`src/rtl/flash_rw_pkg.sv`:
```
`timescale 1ns/1ps
package flash_rw_pkg;
  typedef enum logic [2:0] {
    OP_NONE     = 3'd0,
    OP_RD_ARRAY = 3'd1,
    OP_RD_STAT  = 3'd2,
    OP_CLR_STAT = 3'd3,
    OP_PROG     = 3'd4,
    OP_ERASE    = 3'd5
  } cmd_e;

  typedef enum logic [2:0] {
    ST_IDLE, ST_PROG, ST_ERASE, ST_ERASE_SUSP, ST_PROG_SUSP
  } seq_e;

  // packed MSB first: bit 0 is rew_en
  typedef struct packed {
    logic prog_susp_req;
    logic erase_susp_req;
    logic susp_en;
    logic mode1;
    logic lock1;
    logic lock0;
    logic rew_en;
  } ctl_t;

  localparam ctl_t CTL_RST = '{prog_susp_req: 1'b0, erase_susp_req: 1'b0,
                               susp_en: 1'b0, mode1: 1'b0, lock1: 1'b1,
                               lock0: 1'b1, rew_en: 1'b0};
endpackage

```
`src/rtl/flash_guard.sv`:
```
`timescale 1ns/1ps
module flash_guard import flash_rw_pkg::*; #(
  parameter int BLK_W = 2
) (
  input  ctl_t             ctl_i,
  input  logic             cmd_valid_i,
  input  logic [2:0]       cmd_i,
  input  logic [BLK_W-1:0] blk_i,
  input  logic             idle_i,
  output logic             start_prog_o,
  output logic             start_erase_o,
  output logic             rej_prog_o,
  output logic             rej_erase_o
);
  logic writable, ok, is_prog, is_erase;

  always_comb begin
    writable = ctl_i.rew_en;
    if (blk_i == BLK_W'(0) && ctl_i.lock0) writable = 1'b0;
    if (blk_i == BLK_W'(1) && ctl_i.lock1) writable = 1'b0;
  end

  assign ok            = writable && idle_i;
  assign is_prog       = cmd_valid_i && (cmd_e'(cmd_i) == OP_PROG);
  assign is_erase      = cmd_valid_i && (cmd_e'(cmd_i) == OP_ERASE);
  assign start_prog_o  = is_prog && ok;
  assign start_erase_o = is_erase && ok;
  assign rej_prog_o    = is_prog && !ok;
  assign rej_erase_o   = is_erase && !ok;
endmodule

```
`src/rtl/flash_seq.sv`:
```
`timescale 1ns/1ps
module flash_seq import flash_rw_pkg::*; #(
  parameter int PROG_CYC  = 3,
  parameter int ERASE_CYC = 8
) (
  input  logic clk_i,
  input  logic rst_ni,
  input  logic start_prog_i,
  input  logic start_erase_i,
  input  logic susp_e_i,
  input  logic susp_p_i,
  output seq_e state_o,
  output logic prog_fire_o,
  output logic erase_fire_o
);
  localparam int MAX_CYC = (PROG_CYC > ERASE_CYC) ? PROG_CYC : ERASE_CYC;
  localparam int CNT_W   = $clog2(MAX_CYC + 1);

  seq_e             state_q;
  logic [CNT_W-1:0] cnt_q;
  logic             last;

  assign last         = (cnt_q == CNT_W'(1));
  assign prog_fire_o  = (state_q == ST_PROG) && last;
  assign erase_fire_o = (state_q == ST_ERASE) && !susp_e_i && last;
  assign state_o      = state_q;

  always_ff @(posedge clk_i or negedge rst_ni) begin
    if (!rst_ni) begin
      state_q <= ST_IDLE;
      cnt_q   <= '0;
    end else begin
      case (state_q)
        ST_IDLE:
          if (start_prog_i) begin
            state_q <= ST_PROG;
            cnt_q   <= CNT_W'(PROG_CYC);
          end else if (start_erase_i) begin
            state_q <= ST_ERASE;
            cnt_q   <= CNT_W'(ERASE_CYC);
          end
        ST_PROG:
          if (last) state_q <= susp_p_i ? ST_PROG_SUSP : ST_IDLE;
          else      cnt_q   <= cnt_q - CNT_W'(1);
        ST_ERASE:
          if (susp_e_i)  state_q <= ST_ERASE_SUSP;  // count held
          else if (last) state_q <= ST_IDLE;
          else           cnt_q   <= cnt_q - CNT_W'(1);
        ST_ERASE_SUSP:
          if (!susp_e_i) state_q <= ST_ERASE;
        ST_PROG_SUSP:
          if (!susp_p_i) state_q <= ST_IDLE;
        default: state_q <= ST_IDLE;
      endcase
    end
  end

  assert_prog_not_aborted_R9: assert property (@(posedge clk_i) disable iff (!rst_ni)
    (state_q == ST_PROG && !last) |=> (state_q == ST_PROG));
  assert_susp_keeps_count_R8: assert property (@(posedge clk_i) disable iff (!rst_ni)
    (state_q == ST_ERASE_SUSP) |=> $stable(cnt_q));
  assert_erase_resumes_R8: assert property (@(posedge clk_i) disable iff (!rst_ni)
    (state_q == ST_ERASE_SUSP && !susp_e_i) |=> (state_q == ST_ERASE));
endmodule

```
`src/rtl/flash_array.sv`:
```
`timescale 1ns/1ps
module flash_array #(
  parameter int DATA_W    = 8,
  parameter int WORDS     = 16,
  parameter int BLK_WORDS = 4
) (
  input  logic                       clk_i,
  input  logic                       rst_ni,
  input  logic                       prog_i,
  input  logic                       erase_i,
  input  logic [$clog2(WORDS)-1:0]   op_addr_i,
  input  logic [DATA_W-1:0]          op_data_i,
  input  logic [$clog2(WORDS)-1:0]   rd_addr_i,
  output logic [DATA_W-1:0]          rd_data_o
);
  localparam int ADDR_W = $clog2(WORDS);
  localparam int OFF_W  = $clog2(BLK_WORDS);

  logic [DATA_W-1:0] words [WORDS];

  for (genvar w = 0; w < WORDS; w++) begin : g_word
    localparam logic [ADDR_W-1:0] WA = ADDR_W'(w);
    logic [DATA_W-1:0] word_q;
    always_ff @(posedge clk_i or negedge rst_ni) begin
      if (!rst_ni)
        word_q <= '1;
      else if (erase_i && WA[ADDR_W-1:OFF_W] == op_addr_i[ADDR_W-1:OFF_W])
        word_q <= '1;
      else if (prog_i && op_addr_i == WA)
        word_q <= word_q & op_data_i;  // bits only fall 1 -> 0
    end
    assign words[w] = word_q;
  end

  assign rd_data_o = words[rd_addr_i];

  assert_prog_and_R2: assert property (@(posedge clk_i) disable iff (!rst_ni)
    prog_i |=> words[$past(op_addr_i)] == ($past(words[op_addr_i]) & $past(op_data_i)));
  assert_erase_ones_R3: assert property (@(posedge clk_i) disable iff (!rst_ni)
    erase_i |=> words[{$past(op_addr_i[ADDR_W-1:OFF_W]), OFF_W'(0)}] == '1);
endmodule

```
`src/rtl/flash_rewrite_ctrl.sv`:
```
`timescale 1ns/1ps
module flash_rewrite_ctrl import flash_rw_pkg::*; #(
  parameter int DATA_W    = 8,
  parameter int WORDS     = 16,
  parameter int BLK_WORDS = 4,
  parameter int PROG_CYC  = 3,
  parameter int ERASE_CYC = 8,
  localparam int ADDR_W   = $clog2(WORDS)
) (
  input  logic              clk_i,
  input  logic              rst_ni,
  input  logic              ctl_we_i,
  input  logic [6:0]        ctl_wdata_i,
  input  logic              cmd_valid_i,
  input  logic [2:0]        cmd_i,
  input  logic [ADDR_W-1:0] cmd_addr_i,
  input  logic [DATA_W-1:0] cmd_data_i,
  input  logic              irq_i,
  input  logic [ADDR_W-1:0] rd_addr_i,
  output logic [DATA_W-1:0] rd_data_o,
  output logic              ready_o,
  output logic              suspended_o,
  output logic              prog_err_o,
  output logic              erase_err_o
);
  localparam int OFF_W = $clog2(BLK_WORDS);
  localparam int BLK_W = ADDR_W - OFF_W;

  ctl_t              ctl_q;
  logic [ADDR_W-1:0] op_addr_q;
  logic [DATA_W-1:0] op_data_q;
  logic              perr_q, eerr_q, stat_q;
  logic              start_prog, start_erase, rej_prog, rej_erase;
  logic              prog_fire, erase_fire, susp_e, susp_p;
  logic              busy, susp, idle;
  seq_e              state;
  logic [DATA_W-1:0] arr_rd, stat_word;
  cmd_e              cmd;

  assign cmd  = cmd_e'(cmd_i);
  assign busy = (state == ST_PROG) || (state == ST_ERASE);
  assign susp = (state == ST_ERASE_SUSP) || (state == ST_PROG_SUSP);
  assign idle = (state == ST_IDLE);

  // mode 1: interrupt triggers; mode 0: software request bit
  assign susp_e = ctl_q.susp_en && (ctl_q.mode1 ? irq_i : ctl_q.erase_susp_req);
  assign susp_p = ctl_q.susp_en && (ctl_q.mode1 ? irq_i : ctl_q.prog_susp_req);

  flash_guard #(.BLK_W(BLK_W)) i_guard (
    .ctl_i(ctl_q), .cmd_valid_i(cmd_valid_i), .cmd_i(cmd_i),
    .blk_i(cmd_addr_i[ADDR_W-1:OFF_W]), .idle_i(idle),
    .start_prog_o(start_prog), .start_erase_o(start_erase),
    .rej_prog_o(rej_prog), .rej_erase_o(rej_erase)
  );

  flash_seq #(.PROG_CYC(PROG_CYC), .ERASE_CYC(ERASE_CYC)) i_seq (
    .clk_i(clk_i), .rst_ni(rst_ni),
    .start_prog_i(start_prog), .start_erase_i(start_erase),
    .susp_e_i(susp_e), .susp_p_i(susp_p),
    .state_o(state), .prog_fire_o(prog_fire), .erase_fire_o(erase_fire)
  );

  flash_array #(.DATA_W(DATA_W), .WORDS(WORDS), .BLK_WORDS(BLK_WORDS)) i_array (
    .clk_i(clk_i), .rst_ni(rst_ni), .prog_i(prog_fire), .erase_i(erase_fire),
    .op_addr_i(op_addr_q), .op_data_i(op_data_q),
    .rd_addr_i(rd_addr_i), .rd_data_o(arr_rd)
  );

  always_ff @(posedge clk_i or negedge rst_ni) begin
    if (!rst_ni) begin
      ctl_q     <= CTL_RST;
      op_addr_q <= '0;
      op_data_q <= '0;
    end else begin
      if (ctl_we_i) ctl_q <= ctl_t'(ctl_wdata_i);
      if (start_prog || start_erase) begin
        op_addr_q <= cmd_addr_i;
        op_data_q <= cmd_data_i;
      end
    end
  end

  always_ff @(posedge clk_i or negedge rst_ni) begin
    if (!rst_ni) begin
      perr_q <= 1'b0;
      eerr_q <= 1'b0;
      stat_q <= 1'b0;
    end else begin
      if (cmd_valid_i && cmd == OP_CLR_STAT) begin
        perr_q <= 1'b0;
        eerr_q <= 1'b0;
      end
      if (rej_prog)  perr_q <= 1'b1;
      if (rej_erase) eerr_q <= 1'b1;
      if (cmd_valid_i && cmd == OP_RD_ARRAY) stat_q <= 1'b0;
      else if (cmd_valid_i && cmd == OP_RD_STAT && !ctl_q.mode1) stat_q <= 1'b1;
      if (prog_fire || erase_fire) stat_q <= !ctl_q.mode1;  // completion wins
    end
  end

  always_comb begin
    stat_word    = '0;
    stat_word[7] = !busy;
    stat_word[5] = eerr_q;
    stat_word[4] = perr_q;
  end

  assign rd_data_o   = (busy || (stat_q && !susp)) ? stat_word : arr_rd;
  assign ready_o     = !busy;
  assign suspended_o = susp;
  assign prog_err_o  = perr_q;
  assign erase_err_o = eerr_q;

  assert_busy_reject_R5: assert property (@(posedge clk_i) disable iff (!rst_ni)
    (cmd_valid_i && cmd == OP_PROG && !idle) |=> prog_err_o);
  assert_disabled_reject_R4: assert property (@(posedge clk_i) disable iff (!rst_ni)
    (cmd_valid_i && cmd == OP_ERASE && !ctl_q.rew_en) |=> erase_err_o);
  assert_clear_flags_R11: assert property (@(posedge clk_i) disable iff (!rst_ni)
    (cmd_valid_i && cmd == OP_CLR_STAT) |=> (!prog_err_o && !erase_err_o));
  assert_mode1_no_status_R7: assert property (@(posedge clk_i) disable iff (!rst_ni)
    (ctl_q.mode1 && cmd_valid_i && cmd == OP_RD_STAT && !stat_q && !prog_fire && !erase_fire)
      |=> !stat_q);
  assert_mode0_lands_status_R6: assert property (@(posedge clk_i) disable iff (!rst_ni)
    ((prog_fire || erase_fire) && !ctl_q.mode1) |=> stat_q);
endmodule

```
`config.mk`:
```
export PLATFORM = sky130hd
export DESIGN_NAME = flash_rewrite_ctrl
export DESIGN_NICKNAME = d
export VERILOG_FILES = /design/src/rtl/flash_rw_pkg.sv /design/src/rtl/flash_guard.sv /design/src/rtl/flash_seq.sv /design/src/rtl/flash_array.sv /design/src/rtl/flash_rewrite_ctrl.sv
export SDC_FILE = /design/constraint.sdc
export NUM_CORES = 1
export LEC_CHECK = 0
export CORE_ASPECT_RATIO = 1.75
export CORE_UTILIZATION = 40
export DETAILED_ROUTE_END_ITERATION = 8
export PLACE_DENSITY_LB_ADDON = 0.2
export SLEW_MARGIN = 20
export SYNTH_ARGS = -nofsm -noshare
export SYNTH_HDL_FRONTEND = slang
export SYNTH_HIERARCHICAL = 1
export SYNTH_SLANG_ARGS = --single-unit
```
`constraint.sdc`:
```
create_clock -name clk_i -period 5.5 [get_ports clk_i]
set_input_delay 1.375 -clock clk_i [delete_from_list [all_inputs] [get_ports clk_i]]
set_output_delay 1.375 -clock clk_i [all_outputs]
set_load 0.01 [all_outputs]
```
# Word level (Yosys, flattened, before mapping)
# Index checks and enable logic that the tools add are counted.
# Widths: inputs -> output; s select.
word_totals:
  ff_bits: 157
  input_bits: 31
  out_inout_bits: 12
  wordCells: 219
classes:
  add_sub_neg: 1
  n_lt_le_gt_ge: 1
  eq_ne: 35
  mux: 60
  bitwise: 17
  reduce_logical: 75
ops:
  columns: ["operator", "count"]
  rows:
  - ["$mux 8", 35]
  - ["$and 8x8->8", 16]
  - ["$logic_and 1x1->1", 39]
  - ["$reduce_bool 2->1", 18]
  - ["$bmux 8 s4", 1]
  - ["$eq 4x4->1 const B", 8]
  - ["$mux 3", 8]
  - ["$eq 4x3->1 const B", 4]
  - ["$mux 4", 4]
  - ["$pmux 3 s5", 1]
  - ["$eq 3x2->1 const B", 4]
  - ["$pmux 4 s3", 1]
  - ["$mux 1", 10]
  - ["$eq 3x3->1 const B", 3]
  - ["$eq 4x1->1 const B", 2]
  - ["$eq 4x2->1 const B", 2]
  - ["$eq 3x1->1 const B", 2]
  - ["$ne 2x2->1 const B", 3]
  - ["$reduce_bool 3->1", 2]
  - ["$ge 5x5->1 const B", 1]
  - ["$logic_not 1->1", 5]
  - ["$logic_or 1x1->1", 5]
  - ["$not 4->5", 1]
  - ["$reduce_and 5->1", 1]
  - ["11 further kinds", 13]

# Logic depth before layout (Yosys ltp)
# Gate-level depths: netlist (run 1).
depth:
  ltp_word: 9
  ltp_mapped: 9
  depth_no_buf: 7

# Hierarchy
# Netlist (run 1), hierarchy kept.
by_module_without_submodules:
  columns: ["mod", "n_inst", "cells_per_inst", "area_each_um2", "seq_area_each_um2"]
  rows:
  - ["flash_array", 1, 522, 6109.6, 3363.2]
  - ["flash_rewrite_ctrl", 1, 78, 1033.5, 553.0]
  - ["flash_seq", 1, 52, 476.7, 175.2]
  - ["flash_guard", 1, 12, 95.1, 0.0]

# Worst setup path after synthesis (run 1)
# Ideal clock, no wire load.
synth_timing:
  kind: "input-to-output"
  from: "input port rd_addr_i[1]"
  to: "output port rd_data_o[4]"
  t_arrival_ns: 2.687
  t_required_ns: 4.125
  path_slack_ns: 1.438
  cell_stages: 7
  n_path_buf: 3
  path_cell_list: "buf_4 > buf_6 > buf_2 > mux4_2 > a22oi_1 > nand2_1 > mux2_2"
synth_between:
  elab_chain_len: 5
synth_rtl:
  columns: ["element", "line_no", "source"]
  rows:
  - ["from (decl)", "flash_rewrite_ctrl.sv:19", "input logic [ADDR_W-1:0] rd_addr_i,"]
  - ["$not 4->5 (implied by the code)", "flash_array.sv:35", "assign rd_data_o = words[rd_addr_i];"]
  - ["$bmux 8 s4", "flash_array.sv:35", null]
  - ["$mux 8 (implied by the code) (2 in a row)", "flash_array.sv:35", null]
  - ["via arr_rd[4]", "flash_rewrite_ctrl.sv:37", "logic [DATA_W-1:0] arr_rd, stat_word;"]
  - ["$mux 8", "flash_rewrite_ctrl.sv:108", "assign rd_data_o = (busy || (stat_q && !susp)) ? stat_word : arr_rd;"]
  - ["to (decl)", "flash_rewrite_ctrl.sv:20", "output logic [DATA_W-1:0] rd_data_o,"]
# The timed path passes the listed nets, and every way through them passes these cells. The select of a mux whose other input is x is not followed.

# Worst setup path in the final report (run 1)
layout_timing:
  from: "input port rd_addr_i[0]"
  to: "output port rd_data_o[5]"
# The elaborated chain is that of the path after synthesis.

==> implementation parameters, run 1 <==
Parameter                              Value

Hold path
  Min-Delay Endpoint ... i_array/g_word[4].word_q[6]$_DFFE_PN1P_
  Cell depth of the worst hold path ... 2
  Type of the tightest min-delay check ... reg2reg
  Hold Startpoint ... i_array/g_word[4].word_q[6]$_DFFE_PN1P_

STA
  Transition time at the pin with the least slew margin ... 1.00 ns
  Relative max-transition margin ... 0.330
  Final period util ... 0.896
  Final number of hold-violating endpoints ... 0
  Final sum of negative setup slack ... 0 ns
  Max Transition Viols Final ... 0
  Minimum clock period ... around 4.9 ns
  Highest achievable clock rate ... 203 MHz
  Final critical-path setup slack ... 0.570 ns
  Final worst clock skew ... between 0.008 and 0.009 ns
  Setup-violating endpoint count in the final report ... 0
  Setup repair after global routing missed its margin ... no

Synthesis
  Dominant register cell in the synthesized netlist ... dfstp_2
  Number of warnings issued by yosys ... 6
  Fraction of synthesis flops using an asynchronous set or reset pin ... 1.00
  Post-synthesis adder-cell area fraction ... 0.00324
  Simple-gate share of the synthesized area ... 0.119
  Proportion of synthesized chip area in sequential cells ... 0.530
  Area of the mapped netlist ... slightly below 8000 µm²
  Dominant combinational cell family by area after synthesis ... compound AO/OA/AOI/OAI gates
  Average cell area after synthesis ... between 10 and 15 µm²
  Number of distinct library cell variants in the gate-level netlist after synthesis ... 56
  Flops & latches, synth ... ~160
  Main area contributors after synthesis ... dfstp_2 44%, o31ai_1 13%, dfrtp_1 8.8%, mux4_2 8.2%, nand2_1 7.1%
  Compound-Gate Fraction of Synth Area ... 0.167
  Post-synthesis net count ... 697
  Number of cells produced by synthesis ... around 660
  Xor-xnor portion of the synthesized cell area ... 0.00227
  Multiplexer share of the synthesized area ... 0.131
  EDFF count, synth ... 0
  Cell type with the highest aggregate area in the netlist ... dfstp_2
  Top cell type's share of synthesized area ... 0.443

Worst setup path
  Largest driver fanout on the critical path ... 24
  Worst r2r dst ... i_seq/cnt_q[1]$_DFFE_PN0P_
  Worst-case register-to-register setup slack ... between 2 and 2.5 ns
  Launch point of the worst reg-to-reg path ... i_seq/state_o[2]$_DFFE_PN0P_
  Critical path data required time ... ~4 ns
  Nature of the critical path endpoint ... output pin
  Arrival time at the worst endpoint ... approximately 3.6 ns
  Worst reg2reg path depth ... 7
  CP startpoint kind ... input pin
  Worst setup path class ... in2out

Route
  Iteration-0 DRC count of the detailed router ... between 400 and 500
  Total Routed Length ... ~20 mm
  ANT nets after route ... 0
  Count of unresolved DRC violations after routing ... 0
  Via count ... 5534
  Drt via density ... around 6
  Routed wire per std cell ... roughly 21 µm
  Number of search-and-repair iterations in the first detailed-routing pass ... 5

Floorplan
  Overall die area ... ~20000 µm²
  Die Y-Extent ... ~190 µm
  Number of primary I/O pins ... 43
  Effective utilization at floorplan ... 0.412
  Horizontal die dimension ... between 100 and 150 µm
  Count of standard-cell rows ... 66
  Core region area ... roughly 19000 µm²

Finish
  Final nets ... between 700 and 800
  Share of post-route cells with drive strength above 1 ... 0.363
  Filler cell count ... around 1.7k
  Diodes inserted ... 0
  Most used cells in the layout excluding fill and tap cells ... 144 x nand2_1, 130 x dfstp_2, 129 x o31ai_1, 39 x clkdlybuf4s50_1, 28 x mux4_2
  Area growth syn-to-layout ... 14.4%
  Commonest non-fill, non-tap cell in the layout ... nand2_1

Global routing
  Total global-route track usage ... 0.215
  Maximum number of pins on one net before global-route repair ... roughly 120
  Vias in the first global route ... roughly 5.9k
  Initial antenna violation count ... 0
  Wire length of the first global-routing pass ... 31.9 mm
  Overflow left after global routing ... 0

Run status
  Status ... finished, final reports clean

Clock tree
  Hold Buf Count CTS ... 0
  Setup fix buffers added after clock tree synthesis ... 0
  Clock tree from TritonCTS ... yes
  Clock root buffer ... clkbuf_16
  Clk Latency, worst-skew pair ... roughly 0.43 ns
  Count of instances resized after the clock tree is built ... 0
  Total clock buffers created by CTS ... 17
  H-Tree Level Count ... 4
  Number of sinks on the clock net ... 157
  Clock tree buffer depth ... 2
  Clock-pin slew of the registers on the worst-case setup and hold paths ... roughly 0.060 ns

Pwr
  Worst-case vdd ir drop ... between 0.2 and 0.3 mV
  Static leakage ... approximately 3.1 nW
  Overall power consumption ... approximately 0.0036 W
  PwrDens ... between 400 and 500 nW/µm²

Placement
  PortBufs ... 42
  DPL Wire Length ... approximately 12 mm
  Weighted congestion at the end of routability-driven global placement ... between 0.7 and 0.8
  Post-placement setup slack ... between 0.5 and 0.6 ns

Flow run
  Number of violations of the max-capacitance limit ... 0
[critical path: stages]
cell	delay, ns
buf_2	0.30
buf_12	0.27
mux4_2	0.52
a22oi_1	0.20
nand2_1	0.11
mux2_2	0.27
clkdlybuf4s50_1	0.49
[routing by layer]
metal	wire (µm)	track usage	vias up
met2	10800	0.393	166
li1	-	-	2459
met1	7770	0.245	2878
met3	690	0.0375	31
met5	0	0	-
met4	503	0.0866	0
[power breakdown]
part | internal [W] | switching (W) | total [W] | leakage (nW)
Clock | 0.000670 | 0.000500 | 0.00117 | 0.283
Combinational | 0.000372 | 0.000457 | 0.000829 | 1.14
Sequential | 0.00134 | 0.000270 | 0.00161 | 1.70
Total | 0.00238 | 0.00123 | 0.00361 | 3.12
[Yosys cell counts (2+ instances only)]
cell type / count
and2b_2: 5
dfrtp_1: 27
buf_2: 7
nand3_1: 2
and2_1: 2
nand2_1: 145
mux4_1: 4
a22oi_1: 16
mux2_4: 2
buf_1: 8
nand4b_1: 2
a211oi_1: 5
nand2b_1: 5
nor2_1: 10
o21ai_0: 6
buf_6: 4
clkbuf_1: 44
nor3_1: 6
ha_1: 2
nand3b_1: 5
and3b_2: 2
nor4bb_1: 2
a21o_1: 3
mux4_2: 28
inv_1: 6
dfstp_2: 130
a21boi_0: 3
nor2b_1: 2
buf_4: 3
mux2_2: 21
a21oi_1: 3
or3b_1: 2
o31ai_1: 129
[cell type report]
type                       count  area, µm²  share of cell area
tap                          238        298              0.0337
multi-input combinational    432       3270               0.370
inverter                       6       22.5             0.00255
clock buffer                  19        464              0.0526
clock inverter                13        128              0.0145
sequential                   157       4090               0.464
timing repair buffer          59        554              0.0628
[stage by stage]
stage	instance area, µm²	utilization	hold WS [ns]	cells
after floorplan	7710	-	0.448	664
after global routing	8820	0.471	0.480	924
after CTS	8820	0.471	0.470	924
after detailed placement	8230	0.439	0.460	892
after global placement	8230	0.439	0.454	892
final	8820	0.471	0.469	924
[cells by family (layout without fill, tap and decap cells)]
| group | count (synthesis) | in the layout |
|---|---|---|
| AO/OA/AOI/OAI | 172 | 172 |
| XOR/XNOR | 2 | 2 |
| adder cells (fa/ha/maj) | 2 | 2 |
| buffers and inverters | 75 | 97 |
| flip-flops | 157 | 157 |
| multiplexers | 56 | 56 |
| AND/OR/NAND/NOR | 200 | 200 |
[flip-flops by register name, summed over array words and instances, names as in the netlist]
register,flops
ctl_q,7
prog_err_o,1
op_data_q,8
erase_err_o,1
i_seq/state_o,3
i_seq/cnt_q,4
stat_q,1
op_addr_q,4
i_array/g_word.word_q,128
[worst max-delay path by stage]
stage	from	to	slack (ns)	cells after the start
after CTS	rd_addr_i[0]	rd_data_o[5]	0.56	7
after global routing	rd_addr_i[0]	rd_data_o[5]	0.46	7
final	rd_addr_i[0]	rd_data_o[5]	0.57	7
after floorplan	rd_addr_i[1]	rd_data_o[4]	1.44	7
after detailed placement	rd_addr_i[0]	rd_data_o[5]	0.56	7
after global placement	rd_addr_i[0]	rd_data_o[5]	0.56	7
Power figures use the tool's default switching activity.
==> inputs of run 2 (changes only) <==
--- a/config.mk
+++ b/config.mk
@@ -6,7 +6,7 @@
 export NUM_CORES = 1
 export LEC_CHECK = 0
 export CORE_ASPECT_RATIO = 1.75
-export CORE_UTILIZATION = 40
+export CORE_UTILIZATION = 60
 export DETAILED_ROUTE_END_ITERATION = 8
 export PLACE_DENSITY_LB_ADDON = 0.2
 export SLEW_MARGIN = 20
==> run 2 against run 1 <==
Sequential power is essentially flat. Clock skew about the same. Via count grew 2.0%. Cell area decreased by 0.33%. Combinational power hardly changed. Flip-flop and latch count is the same. Non-clock buffer count is 2 higher. Global-route usage increased by 8.8 points. Clock power about the same. Total power grew 0.47%. Largest power group unchanged.
==> implementation parameters, run 2 (synthesized netlist as in run 1, its figures left out) <==
Parameter                              Value

Worst setup path
  Critical path launch point ... rd_addr_i[1]
  Chain of cells forming the critical path ... clkdlybuf4s50_1 > buf_12 > mux4_2 > a22oi_1 > nand2_1 > mux2_2 > clkdlybuf4s50_1
  Worst reg2reg path depth ... 7
  Worst r2r dst ... i_array/g_word[3].word_q[2]$_DFFE_PN1P_
  Critical Path Most Common Cell ... clkdlybuf4s50_1
  Number of logic stages on the critical path including buffering ... 7
  Critical path data required time ... 4.12 ns
  Largest driver fanout on the critical path ... 32
  Critical Path Max Stage Delay ... around 0.52 ns
  Cell family with the largest share of critical-path delay ... buffers and inverters
  Critical-path top delay cell ... mux4_2
  CP startpoint kind ... input pin
  Nature of the critical path endpoint ... output pin
  Launch point of the worst reg-to-reg path ... i_seq/cnt_q[1]$_DFFE_PN0P_
  Arrival time at the worst endpoint ... 3.77 ns
  Worst-case register-to-register setup slack ... roughly 2.2 ns
  Number of buffers and inverters on the critical path ... 3
  Worst setup path class ... in2out
  Worst setup path endpoint ... rd_data_o[4]

Finish
  Most used cells in the layout excluding fill and tap cells ... 144 x nand2_1, 130 x dfstp_2, 129 x o31ai_1, 40 x clkdlybuf4s50_1, 28 x mux4_2
  Filler cell count ... 858
  Final nets ... 708
  Register with the most flip-flops ... i_array/g_word.word_q
  Max FFs per register ... roughly 130
  Share of post-route cells with drive strength above 1 ... 0.366
  Registers with the most flip-flops ... i_array/g_word.word_q: 128 flops, op_data_q: 8 flops, ctl_q: 7 flops
  Flip-flop and latch area ... 4090 µm²
  Diodes inserted ... 0
  Total area of multi-input combinational cells ... ~3300 µm²
  Number of cells in the finished layout apart from fillers ... 856
  Area growth syn-to-layout ... 14.0%
  Commonest non-fill, non-tap cell in the layout ... nand2_1

Route
  Iteration-0 DRC count of the detailed router ... roughly 620
  Drt via density ... about 6.6
  Number of search-and-repair iterations in the first detailed-routing pass ... 6
  Via count ... 5642
  Routed wire per std cell ... about 22 µm
  ANT nets after route ... 0
  Total Routed Length ... 18.5 mm
  Count of unresolved DRC violations after routing ... 0

Global routing
  Met2 Use GR ... 0.498
  Initial antenna violation count ... 0
  Most used routing layer ... met2
  Overflow left after global routing ... 0
  Wire length of the first global-routing pass ... ~30 mm
  Total global-route track usage ... 0.303
  Maximum number of pins on one net before global-route repair ... between 100 and 150
  Met1 capacity usage during global routing ... 0.378
  Vias in the first global route ... between 5k and 6k
  Met3 GRT Util ... 0.0576

Run status
  Status ... finished, final reports clean

Pwr
  Switching portion of total power ... 0.329
  Portion of total power attributed to sequential cells ... 0.440
  Cell-internal power ... between 0.002 and 0.0025 W
  Worst-case vdd ir drop ... around 0.36 mV
  Switching power ... between 0.001 and 0.0015 W
  Clock power frac ... 0.330
  Static leakage ... ~3.1 nW
  PwrDens ... 413 nW/µm²
  Logic pwr share ... 0.229

Clock tree
  H-Tree Level Count ... 4
  Clk Latency, worst-skew pair ... ~0.42 ns
  Clock root buffer ... clkbuf_16
  Clock-pin slew of the registers on the worst-case setup and hold paths ... approximately 0.06 ns
  Setup fix buffers added after clock tree synthesis ... 0
  Clock tree buffer depth ... 2
  Clock tree from TritonCTS ... yes
  Count of instances resized after the clock tree is built ... 0
  Hold Buf Count CTS ... 0
  Number of sinks on the clock net ... ~160
  Total clock buffers created by CTS ... 17

Placement
  Weighted congestion at the end of routability-driven global placement ... about 0.76
  Number of placed instances, taps included ... 824
  Post-placement setup slack ... 0.361 ns
  DPL Wire Length ... about 11 mm
  PortBufs ... 42

STA
  Setup-violating endpoint count in the final report ... 0
  Final critical-path setup slack ... ~0.36 ns
  Final number of hold-violating endpoints ... 0
  Final worst clock skew ... 0.00856 ns
  Highest achievable clock rate ... just under 200 MHz
  Final period util ... 0.935
  Relative max-transition margin ... 0.306
  Transition time at the pin with the least slew margin ... around 1 ns
  Minimum clock period ... between 5 and 6 ns
  Final sum of negative setup slack ... 0 ns
  Hold slack ... between 0.4 and 0.5 ns
  Max Transition Viols Final ... 0
  Setup repair after global routing missed its margin ... no

Flow run
  Number of violations of the max-capacitance limit ... 0

Floorplan
  Horizontal die dimension ... approximately 88 µm
  Die Y-Extent ... around 150 µm
  Count of standard-cell rows ... 54
  Overall die area ... 13300 µm²
  Number of primary I/O pins ... 43
  Effective utilization at floorplan ... 0.617
  Core region area ... ~12000 µm²

Hold path
  Type of the tightest min-delay check ... reg2reg
run 2: stage by stage:
stage	power, W	area (µm²)	util
after global placement	0.00239	8180	0.654
after detailed placement	0.00243	8180	0.654
after CTS	0.00364	8790	0.703
after floorplan	0.00212	7710	-
after global routing	0.00379	8790	0.704
final	0.00363	8790	0.704
run 2: how the worst min path moves through the flow:
stage / startpoint / endpoint / slack [ns] / cells after the start
floorplan: i_array/g_word[13].word_q[1]$_DFFE_PN1P_ / i_array/g_word[13].word_q[1]$_DFFE_PN1P_ / 0.45 / 2
global placement: i_array/g_word[14].word_q[1]$_DFFE_PN1P_ / i_array/g_word[14].word_q[1]$_DFFE_PN1P_ / 0.45 / 2
detailed placement: i_array/g_word[14].word_q[3]$_DFFE_PN1P_ / i_array/g_word[14].word_q[3]$_DFFE_PN1P_ / 0.46 / 2
CTS: i_array/g_word[5].word_q[0]$_DFFE_PN1P_ / i_array/g_word[5].word_q[0]$_DFFE_PN1P_ / 0.47 / 2
global route: i_array/g_word[9].word_q[2]$_DFFE_PN1P_ / i_array/g_word[9].word_q[2]$_DFFE_PN1P_ / 0.48 / 2
finish: i_array/g_word[13].word_q[1]$_DFFE_PN1P_ / i_array/g_word[13].word_q[1]$_DFFE_PN1P_ / 0.47 / 2
run 2: worst min-delay path, delay by kind of cell (launching register included):
| kind | cells | cell delay [ns] |
|---|---|---|
| AOI/OAI and AO/OA | 1 | 0.05 |
| DFF | 1 | 0.36 |
| and+or+nand+nor | 1 | 0.05 |
run 2: metal layers:
layer	vias to the layer above	wire length [µm]
li1	2470	-
met1	2879	6780
met2	256	10000
met3	37	1090
met4	0	584
met5	-	0
run 2: final cells by class:
| class | count | share of cell area |
|---|---|---|
| Clock inverter | 12 | 0.0154 |
| Multi-Input combinational cell | 432 | 0.372 |
| Inverter | 6 | 0.00256 |
| Timing Repair Buffer | 61 | 0.0667 |
| Tap cell | 168 | 0.0239 |
| Sequential cell | 157 | 0.465 |
| Clock buffer | 20 | 0.0543 |
run 2: power groups by stage:
stage,Clock [W],Combinational (W),Sequential (W)
global route,0.00126,0.000895,0.00163
floorplan,0,0.000681,0.00143
finish,0.00120,0.000832,0.00160
detailed placement,0,0.000822,0.00161
global placement,0,0.000794,0.00159
CTS,0.00122,0.000826,0.00159
